[src/rtl/smb_tgt_pkg.sv]
package smb_tgt_pkg;

  typedef enum logic [2:0] {
    ST_IDLE, ST_ADDR, ST_ACK_A, ST_RX, ST_ACK_W, ST_TX, ST_TX_ACK, ST_SKIP
  } st_e;

  // block length as stored: the host value capped at the limit
  function automatic logic [7:0] clamp_len(input logic [7:0] c, input logic [7:0] mx);
    return (c > mx) ? mx : c;
  endfunction

  // byte to shift out for read byte number n of a transfer
  function automatic logic [7:0] tx_pick(input logic blk, input logic [7:0] n,
                                         input logic [7:0] len, input logic [7:0] val);
    if (!blk)          return val;
    else if (n == 8'd0) return len;
    else if (n <= len) return val;
    else               return 8'hFF;
  endfunction

endpackage

[src/rtl/smb_linemon.sv]
module smb_linemon #(
  parameter int STAGES = 2
) (
  input  logic clk,
  input  logic rst_n,
  input  logic scl_i,
  input  logic sda_i,
  output logic scl_s,
  output logic sda_s,
  output logic scl_rise,
  output logic scl_fall,
  output logic start_det,
  output logic stop_det
);
  logic [STAGES-1:0] scl_q, sda_q;
  logic scl_p, sda_p;

  always_ff @(posedge clk or negedge rst_n) begin
    if (!rst_n) begin
      scl_q <= '1;
      sda_q <= '1;
      scl_p <= 1'b1;
      sda_p <= 1'b1;
    end else begin
      scl_q <= {scl_q[STAGES-2:0], scl_i};
      sda_q <= {sda_q[STAGES-2:0], sda_i};
      scl_p <= scl_q[STAGES-1];
      sda_p <= sda_q[STAGES-1];
    end
  end

  assign scl_s     = scl_q[STAGES-1];
  assign sda_s     = sda_q[STAGES-1];
  assign scl_rise  = ~scl_p & scl_s;
  assign scl_fall  = scl_p & ~scl_s;
  assign start_det = scl_p & scl_s & sda_p & ~sda_s;
  assign stop_det  = scl_p & scl_s & ~sda_p & sda_s;
endmodule

[src/rtl/smb_regbank.sv]
module smb_regbank #(
  parameter int NREGS = 16,
  parameter int IW    = 4
) (
  input  logic          clk,
  input  logic          rst_n,
  input  logic          we,
  input  logic [IW-1:0] waddr,
  input  logic [7:0]    wdata,
  input  logic [IW-1:0] raddr,
  output logic [7:0]    rdata
);
  logic [7:0] mem [NREGS];

  for (genvar g = 0; g < NREGS; g++) begin : g_reg
    always_ff @(posedge clk or negedge rst_n) begin
      if (!rst_n)                          mem[g] <= 8'h00;
      else if (we && (waddr == IW'(g)))    mem[g] <= wdata;
    end
  end

  assign rdata = mem[raddr];
endmodule

[src/rtl/smb_regfile_target.sv]
module smb_regfile_target
  import smb_tgt_pkg::*;
#(
  parameter logic [6:0] DEV_ADDR    = 7'h3A,
  parameter int         NREGS       = 16,
  parameter int         BLK_MAX     = 32,
  parameter int         BLK_DEF     = 4,
  parameter int         SYNC_STAGES = 2
) (
  input  logic clk,
  input  logic rst_n,
  input  logic scl_i,
  input  logic sda_i,
  output logic sda_oe
);
  localparam int            IW  = $clog2(NREGS);
  localparam logic [IW-1:0] ONE = IW'(1);

  logic scl_s, sda_s, scl_rise, scl_fall, start_det, stop_det;

  smb_linemon #(.STAGES(SYNC_STAGES)) u_mon (
    .clk(clk), .rst_n(rst_n), .scl_i(scl_i), .sda_i(sda_i),
    .scl_s(scl_s), .sda_s(sda_s), .scl_rise(scl_rise), .scl_fall(scl_fall),
    .start_det(start_det), .stop_det(stop_det)
  );

  st_e           state;
  logic [3:0]    nbit;
  logic [7:0]    rx_byte, txreg, blk_len, wr_n, rd_n;
  logic [IW-1:0] cmd_idx, ptr;
  logic          cmd_blk, is_rd, first_wr, cnt_due;
  logic [7:0]    rd_data;

  // named events shared with the checker
  logic byte_end, ev_addr_ack, ev_host_nack, wr_fire;
  logic [7:0] tx_next;
  logic tx_adv;

  assign byte_end     = scl_fall && (nbit == 4'd8);
  assign ev_addr_ack  = (state == ST_ADDR) && byte_end && (rx_byte[7:1] == DEV_ADDR);
  assign ev_host_nack = (state == ST_TX_ACK) && scl_rise && sda_s;
  assign wr_fire      = (state == ST_RX) && byte_end && !first_wr && !cnt_due &&
                        (!cmd_blk || (wr_n < blk_len));
  assign tx_next      = tx_pick(cmd_blk, rd_n, blk_len, rd_data);
  assign tx_adv       = !cmd_blk || ((rd_n != 8'd0) && (rd_n <= blk_len));

  smb_regbank #(.NREGS(NREGS), .IW(IW)) u_bank (
    .clk(clk), .rst_n(rst_n), .we(wr_fire), .waddr(ptr), .wdata(rx_byte),
    .raddr(ptr), .rdata(rd_data)
  );

  always_ff @(posedge clk or negedge rst_n) begin
    if (!rst_n) begin
      state    <= ST_IDLE;
      nbit     <= 4'd0;
      rx_byte  <= 8'h00;
      txreg    <= 8'hFF;
      blk_len  <= 8'(BLK_DEF);
      wr_n     <= 8'd0;
      rd_n     <= 8'd0;
      cmd_idx  <= '0;
      ptr      <= '0;
      cmd_blk  <= 1'b0;
      is_rd    <= 1'b0;
      first_wr <= 1'b0;
      cnt_due  <= 1'b0;
    end else if (start_det) begin
      state <= ST_ADDR;
      nbit  <= 4'd0;
    end else if (stop_det) begin
      state <= ST_IDLE;
      nbit  <= 4'd0;
    end else begin
      case (state)
        ST_ADDR, ST_RX: begin
          if (scl_rise) begin
            rx_byte <= {rx_byte[6:0], sda_s};
            nbit    <= nbit + 4'd1;
          end else if (byte_end) begin
            nbit <= 4'd0;
            if (state == ST_ADDR) begin
              if (ev_addr_ack) begin
                state    <= ST_ACK_A;
                is_rd    <= rx_byte[0];
                ptr      <= cmd_idx;
                rd_n     <= 8'd0;
                first_wr <= ~rx_byte[0];
              end else begin
                state <= ST_SKIP;
              end
            end else begin
              state <= ST_ACK_W;
              if (first_wr) begin
                first_wr <= 1'b0;
                cmd_blk  <= rx_byte[7];
                cmd_idx  <= rx_byte[IW-1:0];
                ptr      <= rx_byte[IW-1:0];
                cnt_due  <= rx_byte[7];
                wr_n     <= 8'd0;
              end else if (cnt_due) begin
                cnt_due <= 1'b0;
                blk_len <= clamp_len(rx_byte, 8'(BLK_MAX));
              end else if (wr_fire) begin
                ptr <= ptr + ONE;
                if (cmd_blk) wr_n <= wr_n + 8'd1;
              end
            end
          end
        end
        ST_ACK_A: begin
          if (scl_fall) begin
            if (is_rd) begin
              state <= ST_TX;
              txreg <= tx_next;
              rd_n  <= (rd_n == 8'hFF) ? rd_n : rd_n + 8'd1;
              if (tx_adv) ptr <= ptr + ONE;
            end else begin
              state <= ST_RX;
            end
          end
        end
        ST_ACK_W: if (scl_fall) state <= ST_RX;
        ST_TX: begin
          if (scl_rise) begin
            nbit <= nbit + 4'd1;
          end else if (scl_fall) begin
            if (nbit == 4'd8) begin
              state <= ST_TX_ACK;
              nbit  <= 4'd0;
            end else if (nbit != 4'd0) begin
              txreg <= {txreg[6:0], 1'b1};
            end
          end
        end
        ST_TX_ACK: begin
          if (ev_host_nack) begin
            state <= ST_SKIP;
          end else if (scl_fall) begin
            state <= ST_TX;
            txreg <= tx_next;
            rd_n  <= (rd_n == 8'hFF) ? rd_n : rd_n + 8'd1;
            if (tx_adv) ptr <= ptr + ONE;
          end
        end
        default: ;
      endcase
    end
  end

  assign sda_oe = (state == ST_ACK_A) || (state == ST_ACK_W) ||
                  ((state == ST_TX) && !txreg[7]);
endmodule

[config.mk]
export PLATFORM = sky130hd
export DESIGN_NAME = smb_regfile_target
export DESIGN_NICKNAME = d
export VERILOG_FILES = /design/src/rtl/smb_tgt_pkg.sv /design/src/rtl/smb_linemon.sv /design/src/rtl/smb_regbank.sv /design/src/rtl/smb_regfile_target.sv
export SDC_FILE = /design/constraint.sdc
export NUM_CORES = 1
export LEC_CHECK = 0
export ABC_AREA = 0
export BUFFER_PORTS_ARGS = -buffer_cell sky130_fd_sc_hd__buf_2
export CAP_MARGIN = 5
export CORE_ASPECT_RATIO = 1.75
export CORE_MARGIN = 1
export CORE_UTILIZATION = 28
export DETAILED_ROUTE_END_ITERATION = 10
export PLACE_DENSITY = 0.51
export SYNTH_ARGS = -nofsm -noshare
export SYNTH_HDL_FRONTEND = slang
export SYNTH_SLANG_ARGS = --single-unit
export TNS_END_PERCENT = 1
[constraint.sdc]
create_clock -name clk -period 3.49 [get_ports clk]
set_clock_uncertainty 0.15 [all_clocks]
set_input_delay 0.1745 -clock clk [delete_from_list [all_inputs] [get_ports clk]]
set_output_delay 0.1745 -clock clk [all_outputs]
set_load 0.05 [all_outputs]
-- Word level (Yosys, flattened, before mapping)
Cells that the tools add are included.
- register bits: 193
- bits in latches: 0
- memory bits (writable): 0
- bits in read-only memories: 0
- bits of input ports: 4
- output and inout bits: 1
- logic and storage cells: 238
- memories kept: 0
- $add $sub $neg: 4
- multipliers: 0
- div/mod/pow operators: 0
- $lt $le $gt $ge: 4
- eq/ne operators: 52
- shift-type cells: 0
- multiplexer cells: 69
- bitwise operators: 18
- reduce and logical (&&, ||, !) cells: 58
- operator list (kind ; number):
    2-to-1 mux 8 bit ; 27
    2-to-1 mux 4 bit ; 19
    case mux 8 bit (3 select lines) ; 2
    2-to-1 mux 3 bit ; 14
    equality test 4 bit (second input constant) ; 9
    binary-select mux 8 bit (select 4 bit) ; 1
    != test 4 bit (second input constant) ; 8
    != test 2 bit (second input constant) ; 14
    logical AND 1 bit ; 27
    AND reduction 11 bit ; 2
    != test 5 bit (second input constant) ; 4
    AND reduction 9 bit ; 2
    adder 8 x 1 -> 8 bit (second input constant) ; 2
    equality test 4 x 3 -> 1 bit (second input constant) ; 4
    case mux 3 bit (5 select lines) ; 1
    AND reduction 7 bit ; 2
    case mux 4 bit (3 select lines) ; 1
    AND reduction 12 bit ; 1
    AND reduction 6 bit ; 2
    inverter 1 bit ; 10
    equality test 3 bit (second input constant) ; 3
    adder 4 x 1 -> 4 bit (second input constant) ; 2
    equality test 4 x 2 -> 1 bit (second input constant) ; 2
    equality test 8 bit (second input constant) ; 1
    26 further kinds ; 45

-- Longest topological paths before layout
Gate-level depths: netlist (run 1).
- depth in word-level cells: 14
- depth in mapped cells: 10
- gate-level depth less buffers: 8

-- By module
Synthesis (run 1) repeated with hierarchy kept, for this count alone.
- cell total of the unflattened synthesis: 765
- area total of the unflattened synthesis: 9679.3 um2
- modules (own cells, without submodules) (module ; instances ; cells an instance ; area each (um2) ; sequential area each (um2)):
    smb_regbank ; 1 ; 364 ; 5903.2 ; 3203.1
    smb_regfile_target ; 1 ; 391 ; 3585.9 ; 1487.7
    smb_linemon ; 1 ; 10 ; 190.2 ; 157.7

-- Least setup slack after synthesis (run 1)
OpenSTA, ideal clock, no wires.
- kind: register to register
- start: register u_mon.scl_p
- end: register wr_n[7]
- library setup time: 0.078 ns
- data arrival time: 2.496 ns
- data required time: 3.262 ns
- slack: 0.766 ns
- cell stages (with the launch flop): 8
- buffers on the path: 0
- path through: dfstp_2 ha_1 nand4b_4 a211oi_4 nand3_4 or4_4 or3_1 a21oi_1
- longest elaborated chain between the ends: 8
- elaborated cells between the ends (all ways): 18
- classes of those cells: 11 x bitwise; 7 x reduce/logical
- ends and longest elaborated chain (element ; RTL line ; RTL):
    start, declared ; smb_linemon.sv:16 ; logic scl_p, sda_p;
    start signal, assigned ; smb_linemon.sv:27 ; scl_p <= scl_q[STAGES-1];
    bitwise AND 1 bit ; smb_linemon.sv:35 ; assign scl_fall = scl_p & ~scl_s;
    logical AND 1 bit ; smb_regfile_target.sv:39 ; assign byte_end = scl_fall && (nbit == 4'd8);
    logical AND 1 bit (4 in series) ; smb_regfile_target.sv:42 ; assign wr_fire = (state == ST_RX) && byte_end && !first_wr && !cnt_due &&
    nonzero test 2 bit (no source line) ; - ;
    AND reduction 9 bit (no source line) (*) ; - ;
    end signal, assigned ; smb_regfile_target.sv:105 ; if (cmd_blk) wr_n <= wr_n + 8'd1;
    end, declared ; smb_regfile_target.sv:29 ; logic [7:0] rx_byte, txreg, blk_len, wr_n, rd_n;
Every way passes the cells marked *; elsewhere a longest branch is shown, timed or not.
A chain may end at the register's enable or synchronous reset.

-- Worst setup path in the final report (run 1)
- start: register blk_len[2]
- end: register u_bank.mem[92] (netlist bit)
- longest elaborated chain between the ends: 4
- ends and longest elaborated chain (element ; RTL line ; RTL):
    start, declared ; smb_regfile_target.sv:29 ;
    start signal, assigned ; smb_regfile_target.sv:58 ; blk_len <= 8'(BLK_DEF);
    start signal, assigned ; smb_regfile_target.sv:102 ; blk_len <= clamp_len(rx_byte, 8'(BLK_MAX));
    less-than comparator 8 bit ; smb_regfile_target.sv:43 ; (!cmd_blk || (wr_n < blk_len));
    logical OR 1 bit ; smb_regfile_target.sv:43 ;
    logical AND 1 bit ; smb_regfile_target.sv:42 ;
    logical AND 1 bit ; smb_regbank.sv:18 ; else if (we && (waddr == IW'(g))) mem[g] <= wdata;
    end signal, assigned by index ; smb_regbank.sv:18 ;
    end, declared ; smb_regbank.sv:13 ; logic [7:0] mem [NREGS];
Every way passes these cells.

==> results of run 1 <==
==> cell usage after synthesis (2+ instances only) <==
cell type	count
dfrtp_1	178
mux2_2	140
nand2_1	55
mux4_2	40
o21ai_0	35
nor2_1	34
nand3_1	32
clkbuf_1	30
ha_1	27
inv_1	23
a21oi_1	18
nor3_1	16
dfstp_2	15
nand4_1	12
buf_2	8
nand2b_1	8
o21a_1	7
a22o_1	6
a31oi_1	6
nor2b_1	6
o31ai_1	6
a211oi_1	5
buf_1	5
or3_1	4
xnor2_1	4
xor2_1	4
and2_1	3
and3_1	3
nand3b_1	3
nand4b_1	3
nor4_1	3
a21o_1	2
a22oi_1	2
mux2i_1	2
o22ai_1	2
o32ai_1	2
==> repair_timing <==
| item | in CTS | in global routing |
|---|---|---|
| endpoints found under the setup margin | 0 | 0 |
| hold endpoints to repair | 79 | 0 |
| hold buffers | 3 | 0 |
==> critical path: cells and delay by family (launching register included) <==
kind | cells | cell delay, ns
and+or+nand+nor | 4 | 1.14
DFF | 1 | 0.56
muxes | 1 | 0.40
buffers and inverters | 2 | 0.29
adders and majority gates | 1 | 0.28
AOI/OAI and AO/OA | 1 | 0.11
==> registers in the layout, summed over array words and instances, names as in the netlist, 2 cells and up <==
register     flops
blk_len          8
txreg            8
rx_byte          8
u_mon.scl_q      2
nbit             4
cmd_idx          4
rd_n             8
u_mon.sda_q      2
u_bank.mem     128
wr_n             8
state            3
ptr              4
==> stage by stage <==
| stage | hold slack [ns] | util | area [sq um] | setup slack [ns] |
|---|---|---|---|---|
| 6_report | 0.1579 | 0.3219 | 10930 | 0.4418 |
| 5_1_grt | 0.2061 | 0.3219 | 10930 | 0.3204 |
| 4_1_cts | 0.1918 | 0.3219 | 10930 | 0.4089 |
| 3_5_place_dp | 0.1062 | 0.3047 | 10350 | 0.4231 |
| 3_3_place_gp | 0.1151 | 0.3047 | 10350 | 0.4370 |
| 2_1_floorplan | -0.2711 | - | 9708 | 0.7658 |
==> final timing paths <==
path	from	endpoint	slack, ns	cells past startpoint
min in group clk	u_mon.sda_q[0]	u_mon.sda_q[1]	0.21	0
max in group asynchronous	rst_n	u_mon.scl_p	2.06	3
hold reg to reg	u_mon.sda_q[0]	u_mon.sda_q[1]	0.21	0
setup reg to reg	blk_len[2]	u_bank.mem[92]	0.44	9
setup / recovery	blk_len[2]	u_bank.mem[92]	0.44	9
hold / removal	rst_n	u_bank.mem[65]	0.16	2
==> power breakdown <==
part           total, W  switching, W  internal (W)
clock network   0.00187      0.000868       0.00100
registers       0.00263      0.000226       0.00241
logic           0.00168       0.00103      0.000651
total           0.00619       0.00213       0.00406
==> routing by layer <==
layer	vias up	global-route usage
met4	0	0.08507
met5	-	0
met2	84	0.2946
met3	46	0.02653
met1	3254	0.1476
li1	2870	-
==> layout by cell type, fill, tap and decap left out, types with 4 or more instances in the layout <==
master,n
clkbuf_16,17
clkinv_2,4
a21oi_1,18
nand2b_1,8
o21ai_0,35
nand2_1,55
or3_1,4
nor3_1,16
mux4_2,40
a22o_1,6
nor2_1,34
a211oi_1,5
dfrtp_1,177
nand4_1,12
mux2_2,140
ha_1,27
o31ai_1,6
nand3_1,32
xnor2_1,4
dfstp_2,15
buf_4,23
o21a_1,7
a31oi_1,6
nor2b_1,6
xor2_1,4
inv_1,23
==> kinds of logic (layout without fill, tap and decap cells) <==
logic type | count (synthesis) | count (layout) | share of synthesized area
multiplexers | 182 | 182 | 0.2572
adder cells (fa/ha/maj) | 27 | 27 | 0.03480
XOR/XNOR | 8 | 8 | 0.007217
AND/OR/NAND/NOR | 196 | 196 | 0.1053
AO/OA/AOI/OAI | 103 | 103 | 0.06947
buffers and inverters | 66 | 87 | 0.02655
flip-flops | 193 | 193 | 0.4994
==> layout make-up <==
cell class,count,area (sq um)
sequential,193,4850
clock inverter,12,107.6
multi-input combinational,516,4602
timing repair buffer,32,271.5
fill,3353,23030
inverter,23,86.33
tap,455,569.3
clock buffer,20,446.7
==> out/metrics.cfg, run 1 <==
[drt]
drcViolationCount=0
vias_per_cell=4.999
wl_per_cell_um=19.43
drtIter0Drc=216
finalWirelength_um=24310
wl_met2_um=14000
num_vias=6254
drt-met1-wl_um=8685
ant_nets=0
top_layer_used=met4
drtPass1Iterations=5
wl_met3_um=436

[die]
die_h_um=248.3
core_area_sq_um=33960
rows=89
die_w_um=142.8
ios=5
dieArea_sq_um=35450
start_util=0.2858

[timing]
rsz0062_at_grt=no
setup_tns_ns=0
hold_viol=0
fin_crit_ns=3.048
setup_violations=0
slew_violations=0
maxSlewHeadroom=0.4380
tightest_slew_ns=0.8299
fmax_mhz=328.1
finalCritPeriodShare=0.8734

[flow_run]
maxCapViolations=0

[worst_setup_path]
cp_slowest_cell=nor4_1
cp_cell_sequence=inv_1, ha_1, o21a_1, nor2_1, nor4_1, nor3_2, buf_4, nand3_1, mux2_2
crit_arrival_ns=3.22
max_stage_delay_ns=0.57
path_max_fanout=16
cp-start-kind=flop
worstSetupPathType=flop to flop
cp.required_ns=3.67
cp-end-kind=flop

[clocking]
clock_sinks=193
cts_buffer_depth=2
cts_root_buf=clkbuf_16
clkTransAtPathRegs_ns=0.07
cts_setup_buffers=0
cts_resized=0
numCtsBuffers=17
clk_latency_ns=0.44
cts_tree=built
ctsHtreeMaxLevel=4

[synth]
synth_area_leaders=dfrtp_1 46%, mux2_2 16%, mux4_2 9.3%, dfstp_2 4.1%, ha_1 3.5%
synth_edf_count=0
yosysTopAreaCellShare=0.4588
ys_warn_count=0
ys.flop_type=dfrtp_1
synth.avg_cell_area_sq_um=12.53
synthCells=775
asyncSetResetFlopFracSynth=1.000
ys_seq_elements=193
syn_nets=806
synth_area_sq_um=9708
synth_cell_type_count=62
ys_seq_area_frac=0.4994
yosys.area.top_type=dfrtp_1

[min_path]
hp-class=input port to asynchronous set/reset pin

[pwr]
pwr_density_cell_nw_per_um2=565.9
p_total_w=0.006187
p_leak_nw=4.941
ir_drop_v=0.0003081

[layout]
area_growth_syn_to_layout_pct=12.62
nNetsFinal=814
diodes=0
drive_gt1_frac=0.3342
fin_cells=1251

[status]
status=finished, final reports clean

[place]
placed_cells=1216
io_buffers=4
place_congestion=0.8241
hpwl_um=17480

[grt]
overflow=0
grt_first_pass_wirelength_um=39410
grt_max_degree=81
antenna_found_initial=0
grt_pass1_vias=6731
grt_usage=0.1512

(Power assumes the default switching activity.)
==> inputs of run 2 (changes only) <==
--- a/config.mk
+++ b/config.mk
@@ -6,13 +6,13 @@
 export NUM_CORES = 1
 export LEC_CHECK = 0
 export ABC_AREA = 0
-export BUFFER_PORTS_ARGS = -buffer_cell sky130_fd_sc_hd__buf_2
 export CAP_MARGIN = 5
 export CORE_ASPECT_RATIO = 1.75
 export CORE_MARGIN = 1
 export CORE_UTILIZATION = 28
 export DETAILED_ROUTE_END_ITERATION = 10
-export PLACE_DENSITY = 0.51
+export DONT_BUFFER_PORTS = 1
+export PLACE_DENSITY = 0.5
 export SYNTH_ARGS = -nofsm -noshare
 export SYNTH_HDL_FRONTEND = slang
 export SYNTH_SLANG_ARGS = --single-unit
==> run 2 against run 1 <==
  * Via count shrank 2.0%
  * Design area shrank 0.13%
  * Sequential share of layout area grew 0.056 points
  * The flow now finishes with violations (hold timing)
  * Sequential power is essentially flat
  * Non-clock buffer count shrank 7
  * Largest cell class unchanged
  * Clock power grew 7%
  * Maximum frequency shrank 1.1%
  * Register-to-register slack lost 0.03 ns
  * Power grew 1.8%
==> out/metrics.cfg, run 2 (same netlist as run 1, synthesis figures left out) <==
[clocking]
cts_setup_buffers=0  ; unchanged
clock_sinks=193  ; unchanged
postCtsHoldBufs=2  ; was 3
clkTransAtPathRegs_ns=0.07  ; about the same
clk_latency_ns=0.46  ; was 0.44 ns
cts_tree=built  ; unchanged
numCtsBuffers=17  ; unchanged
ctsHtreeMaxLevel=4  ; unchanged
cts_buffer_depth=2  ; unchanged
cts_root_buf=clkbuf_16  ; unchanged

[timing]
fmax_mhz=324.3  ; was 328.1 MHz
tightest_slew_ns=0.9352  ; was 0.8299 ns
setup_violations=0  ; unchanged
slew_violations=0  ; unchanged
hold_viol=193  ; was 0
maxSlewHeadroom=0.3667  ; was 0.4380
finalCritPeriodShare=0.8834  ; was 0.8734
holdWs_ns=-0.7312  ; was 0.1579 ns
rsz0062_at_grt=no  ; unchanged
fin_crit_ns=3.083  ; was 3.048 ns
setup_tns_ns=0  ; unchanged

[die]
die_h_um=248.3  ; unchanged
core_area_sq_um=33960  ; unchanged
rows=89  ; unchanged
ios=5  ; unchanged
start_util=0.2858  ; unchanged
dieArea_sq_um=35450  ; unchanged
die_w_um=142.8  ; unchanged

[worst_setup_path]
worstSetupPathType=flop to flop  ; unchanged
critical_path.top_delay_family=simple AND/OR/NAND/NOR gates  ; unchanged
cp_cell_sequence=ha_1, nand4b_4, a211oi_4, nand3_4, or4_4, or3_1, a21oi_1  ; was inv_1, ha_1, o21a_1, nor2_1, nor4_1, nor3_2, buf_4, nand3_1, mux2_2
cp-start-kind=flop  ; unchanged
cp-end-kind=flop  ; unchanged
timing.reg2reg.setup_slack_ns=0.41  ; was 0.44 ns
cp_slowest_cell=or4_4  ; was nor4_1
cp.required_ns=3.72  ; was 3.67 ns
cp.depth=7  ; was 9
crit_arrival_ns=3.31  ; was 3.22 ns
path_max_fanout=9  ; was 16
max_stage_delay_ns=0.56  ; was 0.57 ns
critPathBufInv=0  ; was 2
r2r_cells=7  ; was 9

[drt]
drtIter0Drc=384  ; was 216
num_vias=6126  ; was 6254
vias_per_cell=4.924  ; was 4.999
ant_nets=0  ; unchanged
drcViolationCount=0  ; unchanged
drtPass1Iterations=4  ; was 5
finalWirelength_um=23920  ; was 24310 um
wl_per_cell_um=19.23  ; was 19.43 um

[grt]
grt_pass1_vias=6527  ; was 6731
grt_max_degree=194  ; was 81
overflow=0  ; unchanged
grt_first_pass_wirelength_um=38160  ; was 39410 um
grt_usage=0.1474  ; was 0.1512
antenna_found_initial=0  ; unchanged

[place]
place_congestion=0.7901  ; was 0.8241
hpwl_um=16630  ; was 17480 um
io_buffers=0  ; was 4

[pwr]
p_total_w=0.006296  ; was 0.006187 W
p_leak_nw=4.919  ; was 4.941 nW
pwr_density_cell_nw_per_um2=576.6  ; was 565.9 nW/um^2
ir_drop_v=0.0003130  ; was 0.0003081 V

[layout]
diodes=0  ; unchanged
utilization=0.3215  ; was 0.3219
largest_reg_flops=128  ; unchanged
area_growth_syn_to_layout_pct=12.48  ; was 12.62%
seq_area_sq_um=4850  ; unchanged
nNetsFinal=807  ; was 814
drive_gt1_frac=0.3295  ; was 0.3342
top_register=u_bank.mem  ; unchanged
layout_commonest_cell=dfrtp_1  ; unchanged
layout_common_cells=177 x dfrtp_1, 140 x mux2_2, 55 x nand2_1  ; unchanged
multi_input_area_sq_um=4602  ; unchanged
fillCellCount=3412  ; was 3353

[min_path]
hp-class=input port to asynchronous set/reset pin  ; unchanged

[status]
violations=hold timing
status=complete, but fails checks  ; was finished, final reports clean

[flow_run]
maxCapViolations=0  ; unchanged

==> run 2: changes by cell type in the layout (fill, tap and decap cells not counted) <==
cell,delta
buf_2,-3
buf_4,-2
bufinv_16,+1
clkbuf_8,-1
clkinv_2,-4
clkinvlp_4,+1
dlygate4sd3_1,-1
inv_8,+2
==> run 2: layout make-up <==
cell class	instances	share of cell area
flip-flops and latches	193	0.4441
clock inverters	12	0.01352
multi-input cells	516	0.4215
repair buffers	25	0.01994
inverters	23	0.007907
clock buffers	20	0.04091
well taps	455	0.05214
==> run 2: metal layers <==
layer / wire length, um / track usage
met5: 0 / 0
met4: 666 / 0.07116
met3: 403 / 0.02537
met2: 13780 / 0.2822
met1: 9074 / 0.1530
==> run 2: final timing paths <==
| check | start | to |
|---|---|---|
| hold reg to reg | u_mon.scl_q[0] | u_mon.scl_q[1] |
| min in group clk | scl_i | u_mon.scl_q[0] |
| max in group asynchronous | rst_n | blk_len[2] |
| setup reg to reg | u_mon.scl_p | wr_n[7] |
| setup / recovery | u_mon.scl_p | wr_n[7] |
| hold / removal | rst_n | u_bank.mem[52] |
==> run 2: what timing repair did <==
item	4_1_cts	5_1_grt
endpoints found under the setup margin	0	0
resized for setup	0	0
endpoints found under the hold margin	195	193
==> run 2: metrics by stage <==
stage	setup slack [ns]	std cells	cell area, sq um
final	0.4069	1244	10920
after floorplan	0.7658	775	9708
after CTS	0.3926	1244	10920
after detailed placement	0.3990	1210	10300
after global routing	0.2344	1244	10920
after global placement	0.4738	1210	10300
==> run 2: where the power goes <==
part | switching (W) | internal, W | leakage, nW | total, W
logic | 0.000965 | 0.000674 | 2.02 | 0.00164
registers | 0.000235 | 0.00241 | 2.63 | 0.00264
clock network | 0.000923 | 0.00109 | 0.278 | 0.00201
total | 0.00212 | 0.00417 | 4.92 | 0.00630
